`config.mk`:
```
export PLATFORM = sky130hd
export DESIGN_NAME = msi_req_encoder
export DESIGN_NICKNAME = d
export VERILOG_FILES = /design/src/rtl/msi_enc_pkg.sv /design/src/rtl/msi_req_fifo.sv /design/src/rtl/msi_lag_tracker.sv /design/src/rtl/msi_req_encoder.sv
export SDC_FILE = /design/constraint.sdc
export NUM_CORES = 1
export LEC_CHECK = 0
export BUFFER_PORTS_ARGS = -buffer_cell sky130_fd_sc_hd__buf_4
export CAP_MARGIN = 10
export CORE_ASPECT_RATIO = 1.2
export CORE_MARGIN = 8
export CORE_UTILIZATION = 35
export DETAILED_ROUTE_END_ITERATION = 8
export SETUP_SLACK_MARGIN = 0.02
export SKIP_CTS_REPAIR_TIMING = 1
export SLEW_MARGIN = 20
export SYNTH_ARGS = -nofsm -noshare
export SYNTH_HDL_FRONTEND = slang
export SYNTH_SLANG_ARGS = --single-unit
export TNS_END_PERCENT = 10
```
`constraint.sdc`:
```
create_clock -name clk_i -period 3.1 [get_ports clk_i]
set_clock_uncertainty 0.05 [all_clocks]
set_input_delay 0.31 -clock clk_i [delete_from_list [all_inputs] [get_ports clk_i]]
set_output_delay 0.31 -clock clk_i [all_outputs]
set_load 0.03 [all_outputs]
```
`src/rtl/msi_enc_pkg.sv`:
```
package msi_enc_pkg;
  localparam int VEC_W  = 5;
  localparam int TC_W   = 3;
  localparam int DATA_W = 56;
  localparam int WORD_W = VEC_W + TC_W + DATA_W;

  typedef struct packed {
    logic [DATA_W-1:0] data;
    logic [TC_W-1:0]   tc;
    logic [VEC_W-1:0]  vec;
  } msi_word_t;

  function automatic msi_word_t pack_word(logic [VEC_W-1:0] vec,
                                          logic [TC_W-1:0] tc,
                                          logic [DATA_W-1:0] data);
    msi_word_t w;
    w.vec  = vec;
    w.tc   = tc;
    w.data = data;
    return w;
  endfunction
endpackage

```
`src/rtl/msi_req_fifo.sv`:
```
module msi_req_fifo #(
  parameter int WIDTH = 64,
  parameter int DEPTH = 4
) (
  input  logic             clk_i,
  input  logic             rst_ni,
  input  logic             push_i,
  input  logic [WIDTH-1:0] wdata_i,
  input  logic             pop_i,
  output logic [WIDTH-1:0] rdata_o,
  output logic             full_o,
  output logic             empty_o
);
  localparam int PW = (DEPTH > 1) ? $clog2(DEPTH) : 1;
  localparam int CW = $clog2(DEPTH + 1);
  localparam logic [PW-1:0] LAST = PW'(DEPTH - 1);
  localparam logic [CW-1:0] FULL = CW'(DEPTH);

  logic [WIDTH-1:0] mem_q [DEPTH];
  logic [PW-1:0]    wr_q, rd_q;
  logic [CW-1:0]    cnt_q;

  assign full_o  = (cnt_q == FULL);
  assign empty_o = (cnt_q == '0);
  assign rdata_o = mem_q[rd_q];

  always_ff @(posedge clk_i or negedge rst_ni) begin
    if (!rst_ni) begin
      wr_q  <= '0;
      rd_q  <= '0;
      cnt_q <= '0;
    end else begin
      if (push_i) wr_q <= (wr_q == LAST) ? '0 : wr_q + 1'b1;
      if (pop_i)  rd_q <= (rd_q == LAST) ? '0 : rd_q + 1'b1;
      case ({push_i, pop_i})
        2'b10:   cnt_q <= cnt_q + 1'b1;
        2'b01:   cnt_q <= cnt_q - 1'b1;
        default: cnt_q <= cnt_q;
      endcase
    end
  end

  always_ff @(posedge clk_i) begin
    if (push_i) mem_q[wr_q] <= wdata_i;
  end

  p_no_overflow_r5: assert property (@(posedge clk_i) disable iff (!rst_ni)
    push_i |-> !full_o);
  p_no_underflow_r2: assert property (@(posedge clk_i) disable iff (!rst_ni)
    pop_i |-> !empty_o);
endmodule

```
`src/rtl/msi_lag_tracker.sv`:
```
module msi_lag_tracker #(
  parameter int MAX_LAG = 3
) (
  input  logic clk_i,
  input  logic rst_ni,
  input  logic ready_i,
  output logic open_o
);
  localparam int LW = $clog2(MAX_LAG + 1);
  localparam logic [LW-1:0] SAT = LW'(MAX_LAG);

  // consecutive low-ready cycles before the current one, saturating
  logic [LW-1:0] lag_q;

  always_ff @(posedge clk_i or negedge rst_ni) begin
    if (!rst_ni)           lag_q <= '0;
    else if (ready_i)      lag_q <= '0;
    else if (lag_q != SAT) lag_q <= lag_q + 1'b1;
  end

  assign open_o = ready_i || (lag_q < SAT);
endmodule

```
`src/rtl/msi_req_encoder.sv`:
```
module msi_req_encoder
  import msi_enc_pkg::*;
#(
  parameter int DEPTH   = 4,
  parameter int MAX_LAG = 3
) (
  input  logic              clk_i,
  input  logic              rst_ni,
  input  logic              req_valid_i,
  input  logic [VEC_W-1:0]  req_vec_i,
  input  logic [TC_W-1:0]   req_tc_i,
  input  logic [DATA_W-1:0] req_data_i,
  output logic              busy_o,
  output logic              msg_valid_o,
  output logic [WORD_W-1:0] msg_data_o,
  input  logic              msg_ready_i
);
  msi_word_t   in_word;
  logic        push, pop, full, empty, win_open;
  logic [WORD_W-1:0] head;

  assign in_word = pack_word(req_vec_i, req_tc_i, req_data_i);
  assign push    = req_valid_i && !full;
  assign pop     = msg_valid_o;   // every presented word is taken

  msi_req_fifo #(.WIDTH(WORD_W), .DEPTH(DEPTH)) i_fifo (
    .clk_i   (clk_i),
    .rst_ni  (rst_ni),
    .push_i  (push),
    .wdata_i (in_word),
    .pop_i   (pop),
    .rdata_o (head),
    .full_o  (full),
    .empty_o (empty)
  );

  msi_lag_tracker #(.MAX_LAG(MAX_LAG)) i_lag (
    .clk_i   (clk_i),
    .rst_ni  (rst_ni),
    .ready_i (msg_ready_i),
    .open_o  (win_open)
  );

  assign busy_o      = full;
  assign msg_valid_o = !empty && win_open;
  assign msg_data_o  = head;

  // independent low-ready counter for the window check
  localparam int GW = $clog2(MAX_LAG + 1);
  logic [GW-1:0] gap_q;
  always_ff @(posedge clk_i or negedge rst_ni) begin
    if (!rst_ni)                     gap_q <= '0;
    else if (msg_ready_i)            gap_q <= '0;
    else if (gap_q != GW'(MAX_LAG))  gap_q <= gap_q + 1'b1;
  end

  p_valid_drop_r3: assert property (@(posedge clk_i) disable iff (!rst_ni)
    (!msg_ready_i && gap_q == GW'(MAX_LAG)) |-> !msg_valid_o);
  p_head_hold_r6: assert property (@(posedge clk_i) disable iff (!rst_ni)
    (!msg_valid_o && !empty) |=> $stable(msg_data_o));

  always @(posedge clk_i) begin
    if (!rst_ni) begin
      p_reset_idle_r7: assert (!msg_valid_o && !busy_o);
    end
  end
endmodule

```
# ---- Word level (Yosys, flattened, before mapping)
# Memory sizes are Yosys's and may differ from the RTL's.
# Index checks and enable logic that the tools add are counted.
dict set report totals {
  register_bits 9
  latchBits 0
  mem_bits_rw 256
  romBits 0
  in_bits 68
  output_inout_bits 66
  wordCells 32
  mem_count 1
}
# memory words word_bits rd rd_ports_with_merged_regs wr line
set mem_list {}
lappend mem_list {i_fifo.mem_q 4 64 1 0 1 msi_req_fifo.sv:19} ;# logic [WIDTH-1:0] mem_q [DEPTH];
dict set report classes {
  n_addsub 5
  multipliers 0
  div_mod_pow 0
  magnitude_cmp 1
  n_eq_ne 6
  shifts 0
  mux 7
  n_bitwise 0
  reduce_logical 8
}
# op n
set ops {}
lappend ops {{2-bit 2-to-1 mux} 4}
lappend ops {{2-bit by 1-bit adder with 2-bit output (second input constant)} 3}
lappend ops {{2-bit == test (second input constant)} 3}
lappend ops {{3-bit one-hot mux with 2 select lines} 1}
lappend ops {{2-bit nonzero test} 2}
lappend ops {{3-bit by 1-bit adder with 3-bit output (second input constant)} 1}
lappend ops {{3-bit == test (second input constant)} 1}
lappend ops {{3-bit zero test} 1}
lappend ops {{3-bit by 1-bit subtractor with 3-bit output (second input constant)} 1}
lappend ops {{2-bit by 1-bit == test with 1-bit output (second input constant)} 1}
lappend ops {{1-bit logical AND} 2}
lappend ops {{1-bit zero test} 2}
lappend ops {{2-bit < comparator (second input constant)} 1}
lappend ops {{1-bit 2-to-1 mux} 2}
lappend ops {{2-bit inequality test (second input constant)} 1}
lappend ops {{1-bit logical OR} 1}

# ---- Depth between registers and ports, before layout
# Gate-level depths: netlist of run 1.
dict set report depth {
  ltp_word 5
  mapped_depth 8
  ltp_nobuf 8
}

# ---- Cells and area by module
# From an unflattened synthesis of run 1, not the netlist that was laid out.
dict set report hier_totals {
  hier_cells 382
  hier_area_um2 9771.9
}
# mod n_inst cells_per_inst area_each_um2 seq_area_each_um2
set by_module_without_submodules {}
lappend by_module_without_submodules {msi_req_fifo 1 372 9649.3 7862.5}
lappend by_module_without_submodules {msi_lag_tracker 1 8 95.1 50.0}
lappend by_module_without_submodules {msi_req_encoder 1 2 27.5 0.0}

# ---- Worst setup path before layout of run 1
# No wires, ideal clock.
dict set report synth_timing {
  kind {register to register}
  startpoint {register i_fifo.cnt_q[2]}
  endpoint {memory i_fifo.mem_q[1][0], enable pin}
  setup_time_ns 0.429
  t_arrival_ns 2.469
  required_time_ns 2.621
  setup_slack_ns 0.153
  stages_incl_launch_ff 4
  path_buffers 0
  period_less_slack_ns 2.947
  path_cell_list {dfrtp_1 -> nor3b_2 -> nor2b_1 -> and2_1}
}
dict set report synth_via {
  elab_chain_len 5
}
# element line
set synth_lines {}
lappend synth_lines {{from (decl)} msi_req_fifo.sv:21} ;# logic [CW-1:0] cnt_q;
lappend synth_lines {{from (signal assigned)} msi_req_fifo.sv:36} ;# 2'b10: cnt_q <= cnt_q + 1'b1;
lappend synth_lines {{from (signal assigned)} msi_req_fifo.sv:37} ;# 2'b01: cnt_q <= cnt_q - 1'b1;
lappend synth_lines {{from (signal assigned)} msi_req_fifo.sv:38} ;# default: cnt_q <= cnt_q;
lappend synth_lines {{3-bit == test} msi_req_fifo.sv:23} ;# assign full_o = (cnt_q == FULL);
lappend synth_lines {{via busy_o} msi_req_encoder.sv:13} ;# output logic busy_o,
lappend synth_lines {{1-bit zero test} msi_req_encoder.sv:23} ;# assign push = req_valid_i && !full;
lappend synth_lines {{1-bit logical AND} msi_req_encoder.sv:23}
lappend synth_lines {{1-bit 2-to-1 mux} msi_req_fifo.sv:44} ;# if (push_i) mem_q[wr_q] <= wdata_i;
lappend synth_lines {{1-bit 2-to-1 mux (not written as such)} msi_req_fifo.sv:44}
lappend synth_lines {{to (decl)} msi_req_fifo.sv:19}
# The timed path passes the listed nets, and every way through them passes these cells.

# ---- Worst setup path after layout of run 1
dict set report layout_timing {
  startpoint {register i_fifo.rd_q[0]}
  endpoint {output port msg_data_o[17]}
}
dict set report layout_via {
  elab_chain_len 1
}
# element line
set layout_lines {}
lappend layout_lines {{from (decl)} msi_req_fifo.sv:20} ;# logic [PW-1:0] wr_q, rd_q;
lappend layout_lines {{from (signal assigned)} msi_req_fifo.sv:34} ;# if (pop_i) rd_q <= (rd_q == LAST) ? '0 : rd_q + 1'b1;
lappend layout_lines {{memory 4 x 64 bit} --}
lappend layout_lines {{to (decl)} msi_req_encoder.sv:15} ;# output logic [WORD_W-1:0] msg_data_o,
# Every way passes these cells.

==> results of run 1 <==
-- cells by family (layout without fill, tap and decap cells) --
| kind of cell | after synthesis | after routing | synth area share (%) |
|---|---|---|---|
| compound gates | 1 | 1 | 0.05125 |
| buf+inv | 18 | 261 | 1.231 |
| simple gates | 12 | 12 | 0.6925 |
| mux | 70 | 70 | 15.45 |
| flops | 265 | 265 | 81.11 |
| fa+ha+maj | 8 | 8 | 1.103 |
| xor+xnor | 4 | 4 | 0.3592 |
-- state kept, by name, summed over array words and instances, names as in the netlist --
name / flops
i_fifo.mem_q: 256
i_fifo.cnt_q: 3
i_fifo.rd_q: 2
i_fifo.wr_q: 2
i_lag.lag_q: 2
-- path summary, 6_finish.rpt --
path	to	slack (ns)	startpoint	cells after the start
max	msg_data_o[17]	0.28	i_fifo.rd_q[0]	3
min	i_lag.lag_q[1]	0.11	rst_ni	2
max reg2reg	i_fifo.mem_q[1][35]	0.81	i_fifo.cnt_q[2]	4
min reg2reg	i_fifo.cnt_q[2]	0.44	i_fifo.cnt_q[2]	1
max in group asynchronous	i_fifo.rd_q[0]	2.73	rst_ni	2
min in group clk_i	i_fifo.wr_q[1]	0.31	req_valid_i	3
-- routing by layer --
layer | vias up | part of all wire [%] | wire, um | track usage, %
met5 | - | 0.063 | 12 | 0
met4 | 2 | 1.7 | 324 | 2.914
met3 | 31 | 5.7 | 1098 | 3.276
met2 | 116 | 52 | 10020 | 20.24
met1 | 2407 | 40 | 7714 | 13.10
li1 | 2057 | - | - | -
-- synthesized netlist by cell type, drive strengths merged --
cell type | n | area (sq um)
edfxtp | 256 | 7687
mux4 | 64 | 1441
buf | 13 | 101.3
dfrtp | 9 | 225.2
ha | 7 | 87.58
mux2 | 5 | 56.30
nor2 | 5 | 18.77
and2 | 4 | 25.02
inv | 4 | 15.01
xnor2 | 2 | 17.52
xor2 | 2 | 17.52
a21oi | 1 | 5.000
clkbuf | 1 | 3.750
fa | 1 | 20.02
mux2i | 1 | 10.01
nor2b | 1 | 6.260
nor3 | 1 | 5.000
nor3b | 1 | 12.51
-- cell usage in the layout, fill, tap and decap left out --
master / n
sky130_fd_sc_hd__mux4_2: 64
sky130_fd_sc_hd__a21oi_1: 1
sky130_fd_sc_hd__buf_4: 138
sky130_fd_sc_hd__mux2_2: 3
sky130_fd_sc_hd__clkinv_2: 5
sky130_fd_sc_hd__dlygate4sd3_1: 66
sky130_fd_sc_hd__nor2_1: 5
sky130_fd_sc_hd__xnor2_1: 2
sky130_fd_sc_hd__ha_1: 7
sky130_fd_sc_hd__inv_1: 4
sky130_fd_sc_hd__clkinv_4: 2
sky130_fd_sc_hd__clkbuf_16: 27
sky130_fd_sc_hd__and2_4: 4
sky130_fd_sc_hd__mux2_1: 2
sky130_fd_sc_hd__clkinvlp_4: 1
sky130_fd_sc_hd__dfrtp_4: 2
sky130_fd_sc_hd__clkinv_1: 7
sky130_fd_sc_hd__xor2_1: 2
sky130_fd_sc_hd__edfxtp_1: 256
sky130_fd_sc_hd__nor3b_2: 1
sky130_fd_sc_hd__fa_1: 1
sky130_fd_sc_hd__bufinv_16: 3
sky130_fd_sc_hd__clkbuf_1: 2
sky130_fd_sc_hd__nor2b_1: 1
sky130_fd_sc_hd__nor3_1: 1
sky130_fd_sc_hd__inv_6: 1
sky130_fd_sc_hd__buf_12: 5
sky130_fd_sc_hd__dfrtp_1: 7
sky130_fd_sc_hd__mux2i_1: 1
-- area by class of cell --
type	count	area [sq um]
clock inverters	19	175.2
clock buffers	29	683.2
repair buffers	209	1797
well taps	345	431.7
multi-input cells	95	1733
inverters	4	15.01
fillers	2346	14910
flip-flops and latches	265	7920
-- critical path: cells and delay by family, from the launching register on --
kind                   cells  cell delay, ns
muxes                      1            0.55
DFF                        1            0.81
buffers and inverters      2            0.59
-- where the power goes --
group	switching [mW]	internal (mW)
clock	1.28	1.84
sequential	0.464	4.73
combinational	2.39	1.93
-- per-stage QoR --
step / hold slack [ns] / instance area [sq um]
finish: 0.1056 / 12750
detailed placement: 0.09327 / 11240
CTS: -0.4763 / 12090
global route: 0.07783 / 12750
global placement: 0.08625 / 11240
floorplan: -0.03559 / 9756
==> impl_summary.txt, run 1 <==
----------------------------------------------------
[Outcome]
  Outcome ... completed

[Finish]
  Core Util, Final ... 46.11%
  # nets final ... 677
  Synthesis-to-layout area growth ... 30.74%
  Number of standard cells in the final layout excluding fillers ... 966
  Fraction of layout instances using a drive strength above 1 ... 41.22%
  Diodes inserted ... 0

[Synthesis]
  Part of the Yosys area used for sequential elements ... 81.11%
  Mapped cell area ... 9756 sq um
  Flip-flop and latch count after synthesis ... 265
  Average size of a mapped cell ... 25.81 sq um
  Post-synthesis cell count ... 378
  Synth warnings ... 0
  Synth Net Count ... 454
  Post-synthesis cell type count ... 21

[STA]
  Setup TNS ... 0 ns
  Worst max-slew margin expressed relative to the limit ... 32.60%
  Post-route clock period utilization ... 91.09%
  Fin worst setup slack ... 0.2763 ns
  Count of final setup violators ... 0
  Final Slew Violations ... 0
  Tightest Pin Transition ... 1.011 ns
  Time the worst path needs with I/O delays and setup ... 2.824 ns
  Final hold viol count ... 0
  Maximum frequency from static timing analysis ... 354.2 MHz
  Setup repair after global routing missed its margin ... false

[Die]
  Standard-cell row count ... 67
  Floorplan die area ... 33,490 sq um
  Die height ... 198.9 um
  Initial core utilization ... 35.26%
  Core area ... 27,660 sq um
  Top Ports ... 134
  Die Width ... 168.4 um

[Critical path]
  Largest incremental delay on the critical path ... 0.81 ns
  Category of the worst setup path capture point ... primary output
  Crit path max-delay cell type ... sky130_fd_sc_hd__dfrtp_4
  CP Class ... reg -> out
  Critical Path Source Type ... register
  Data arrival time of the worst path ... 2.46 ns
  Most repeated library cell on the critical path ... sky130_fd_sc_hd__buf_4
  CP max FO ... 27
  Required time at the endpoint of the critical path ... 2.74 ns
  Cell Chain, Critical Path ... buf_4 > mux4_2 > buf_4

[Route]
  Detailed-routing iteration count for the pre-antenna-repair pass ... 4
  Count of unresolved DRC violations after routing ... 0
  Number of vias in the routed layout ... 4,613
  Antenna-violating nets left ... 0
  Routed Wire Length ... 19,170 um
  Routed length per instance ... 19.84 um
  Detailed router's first-iteration violation count ... 236
  Drt via density ... 4.775

[Clocking]
  Cts bufs inserted ... 26
  H-tree depth reported by CTS ... 1
  Clk Latency, worst-skew pair ... 0.52 ns
  Max Root-Sink Buffers ... 3
  Clock tree sinks ... 265
  CTS tree ... done
  Library cell used as clock root buffer ... sky130_fd_sc_hd__clkbuf_16
  Clock-pin transition on the worst setup and hold timing paths ... 0.06 ns

[GRT]
  Total track usage ... 11.30%
  Wire length of the first global-routing pass ... 29,080 um
  Vias in the first global route ... 4,994
  Initial antenna violation count ... 1
  Pin count of the biggest net entering global routing ... 67
  Remaining global-route overflow ... 0

[Placed design]
  Number of placed instances with taps included ... 852
  Final GP Congestion ... 0.7041
  Detailed-placement wirelength estimate ... 11,810 um
  Worst Setup Slack post-DPL ... 0.7145 ns
  Port Buffers ... 133

[Power and ir drop]
  Peak supply drop ... 0.4575 mV
  Overall power consumption ... 12.63 mW
  Standby leakage power ... 4.413 nW
  Power per standard cell area ... 990.4 nW/um^2

[Min path]
  Type of the most critical hold path ... in -> async

[Run]
  Max-capacitance violation count ... 0

----------------------------------------------------
(Power assumes the default switching activity.)
==> inputs of run 2 (changes only) <==
CORE_UTILIZATION = 51   (was 35)
PLACE_DENSITY = 0.75   (was not set)
==> run 2 against run 1 <==
- critical path depth did not move
- combinational power rose by 2%
- largest power group unchanged
- sequential share of layout area rose by 1.1 points
- highest routed layer unchanged
- flip-flop and latch count did not move
==> impl_summary.txt, run 2 (same netlist as run 1, synthesis figures left out) <==
----------------------------------------------------
[STA]
  Post-route clock period utilization ... 92.77%
  Worst max-slew margin expressed relative to the limit ... 63.08%
  Final Slew Violations ... 0
  Maximum frequency from static timing analysis ... 347.7 MHz
  Tightest Pin Transition ... 0.5538 ns
  Count of final setup violators ... 0
  Final hold viol count ... 0
  Time the worst path needs with I/O delays and setup ... 2.876 ns
  Setup TNS ... 0 ns
  Setup repair after global routing missed its margin ... false
  Fin worst setup slack ... 0.2242 ns

[Power and ir drop]
  Int Power ... 8.301 mW
  Part of the power in registers ... 41.3%
  Combinational group share of total power ... 35.7%
  Peak supply drop ... 0.5782 mV
  Standby leakage power ... 4.347 nW
  Net Switching ... 4.061 mW
  Clock share of power ... 22.9%
  Proportion of total power due to net switching ... 32.85%
  Power per standard cell area ... 986.6 nW/um^2
  Overall power consumption ... 12.36 mW

[GRT]
  Vias in the first global route ... 4,839
  Pin count of the biggest net entering global routing ... 39
  Total track usage ... 14.92%
  Remaining global-route overflow ... 0
  Initial antenna violation count ... 2
  Wire length of the first global-routing pass ... 27,140 um

[Finish]
  Most frequent cells in the layout ... sky130_fd_sc_hd__edfxtp_1 (256), sky130_fd_sc_hd__buf_4 (134), sky130_fd_sc_hd__dlygate4sd3_1 (66)
  Register bank with the most flops ... i_fifo.mem_q
  Flip-flop count of the largest register, all copies and words added ... 256
  Fillcell total ... 1,186
  Largest registers ranked by flip-flop count ... i_fifo.mem_q: 256 flops, i_fifo.cnt_q: 3 flops
  Synthesis-to-layout area growth ... 28.43%
  Most frequent standard cell in the layout excluding fill and tap cells ... sky130_fd_sc_hd__edfxtp_1
  Fraction of layout instances using a drive strength above 1 ... 40.13%
  # nets final ... 672
  Number of standard cells in the final layout excluding fillers ... 869
  Diodes inserted ... 0

[Clocking]
  Library cell used as clock root buffer ... sky130_fd_sc_hd__clkbuf_16
  CTS tree ... done
  Clk Latency, worst-skew pair ... 0.51 ns
  Max Root-Sink Buffers ... 3
  Cts bufs inserted ... 24
  Clock-pin transition on the worst setup and hold timing paths ... 0.06 ns
  H-tree depth reported by CTS ... 1
  Clock tree sinks ... 265

[Min path]
  Type of the most critical hold path ... in -> async

[Placed design]
  Detailed-placement wirelength estimate ... 10,820 um
  Final GP Congestion ... 0.7229
  Port Buffers ... 133
  Number of placed instances with taps included ... 760
  Worst Setup Slack post-DPL ... 0.7257 ns

[Die]
  Floorplan die area ... 23,830 sq um
  Initial core utilization ... 51.93%
  Core area ... 18,790 sq um
  Die Width ... 142.3 um
  Top Ports ... 134
  Die height ... 167.5 um
  Standard-cell row count ... 55

[Outcome]
  Outcome ... completed

[Run]
  Max-capacitance violation count ... 0

[Critical path]
  CP max FO ... 27
  Cell Chain, Critical Path ... buf_4 > mux4_2 > buf_4
  Critical Path Source Type ... register
  Count of buffering cells on the critical path with inverters included ... 2
  Crit path max-delay cell type ... sky130_fd_sc_hd__dfrtp_4
  Category of the worst setup path capture point ... primary output
  Top cell family by delay on the critical path ... flip-flops
  Largest incremental delay on the critical path ... 0.79 ns
  CP Class ... reg -> out
  Data arrival time of the worst path ... 2.52 ns
  Most repeated library cell on the critical path ... sky130_fd_sc_hd__buf_4
  Required time at the endpoint of the critical path ... 2.74 ns

[Route]
  Number of vias in the routed layout ... 4,576
  Detailed-routing iteration count for the pre-antenna-repair pass ... 4
  Routed length per instance ... 21.12 um
  Routed Wire Length ... 18,350 um
  Antenna-violating nets left ... 0
  Drt via density ... 5.266
  Count of unresolved DRC violations after routing ... 0
  Detailed router's first-iteration violation count ... 203

----------------------------------------------------
-- run 2: cell count changes in the layout (fill, tap and decap cells not counted) --
| cell | before | now |
|---|---|---|
| sky130_fd_sc_hd__buf_12 | 5 | 6 |
| sky130_fd_sc_hd__buf_4 | 138 | 134 |
| sky130_fd_sc_hd__bufinv_16 | 3 | 2 |
| sky130_fd_sc_hd__clkbuf_1 | 2 | 7 |
| sky130_fd_sc_hd__clkbuf_16 | 27 | 25 |
| sky130_fd_sc_hd__clkinv_1 | 7 | 4 |
| sky130_fd_sc_hd__clkinv_2 | 5 | 4 |
| sky130_fd_sc_hd__clkinv_4 | 2 | 0 |
| sky130_fd_sc_hd__inv_6 | 1 | 0 |
-- run 2: layout make-up --
class | count | area (sq um) | share of cell area (%)
clock inverter | 11 | 102.6 | 0.8189
multi-input combinational | 95 | 1733 | 13.83
inverter | 4 | 15.01 | 0.1198
sequential | 265 | 7920 | 63.21
tap | 256 | 320.3 | 2.556
timing repair buffer | 206 | 1787 | 14.26
clock buffer | 32 | 651.9 | 5.203
-- run 2: stage by stage --
stage                     util (%)  area (sq um)  hold WS, ns
after floorplan                  -          9756     -0.03559
after global placement       59.16         11110      0.09525
after detailed placement     59.16         11110      0.09792
after CTS                    63.18         11870      -0.4508
after global routing         66.69         12530       0.1146
final                        66.69         12530       0.1157
-- run 2: power by group through the flow --
stage / combinational, mW / clock [mW] / sequential (mW)
after floorplan: 3.10 / 0 / 4.96
after global placement: 4.34 / 0 / 5.15
after detailed placement: 4.41 / 0 / 5.21
after CTS: 4.43 / 2.88 / 5.14
after global routing: 4.67 / 3.01 / 5.20
final: 4.42 / 2.83 / 5.11
-- run 2: per-layer routing --
metal  global-route usage, %  vias up  wire (um)
met5                       0        -         22
met4                   4.258        4        373
met3                   4.296       38       1268
met2                   25.47      147       9460
met1                   18.08     2344       7226
li1                        -     2043          -
-- run 2: worst paths after layout --
| kind | from | to | slack (ns) | cells past startpoint |
|---|---|---|---|---|
| min | rst_ni | i_fifo.cnt_q[0] | 0.12 | 2 |
| max | i_fifo.rd_q[0] | msg_data_o[6] | 0.22 | 3 |
| min reg2reg | i_fifo.cnt_q[2] | i_fifo.cnt_q[2] | 0.47 | 1 |
| min in group clk_i | req_valid_i | i_fifo.wr_q[0] | 0.33 | 3 |
| max reg2reg | i_fifo.cnt_q[2] | i_fifo.cnt_q[2] | 0.78 | 8 |
| max in group asynchronous | rst_ni | i_fifo.rd_q[1] | 2.72 | 2 |
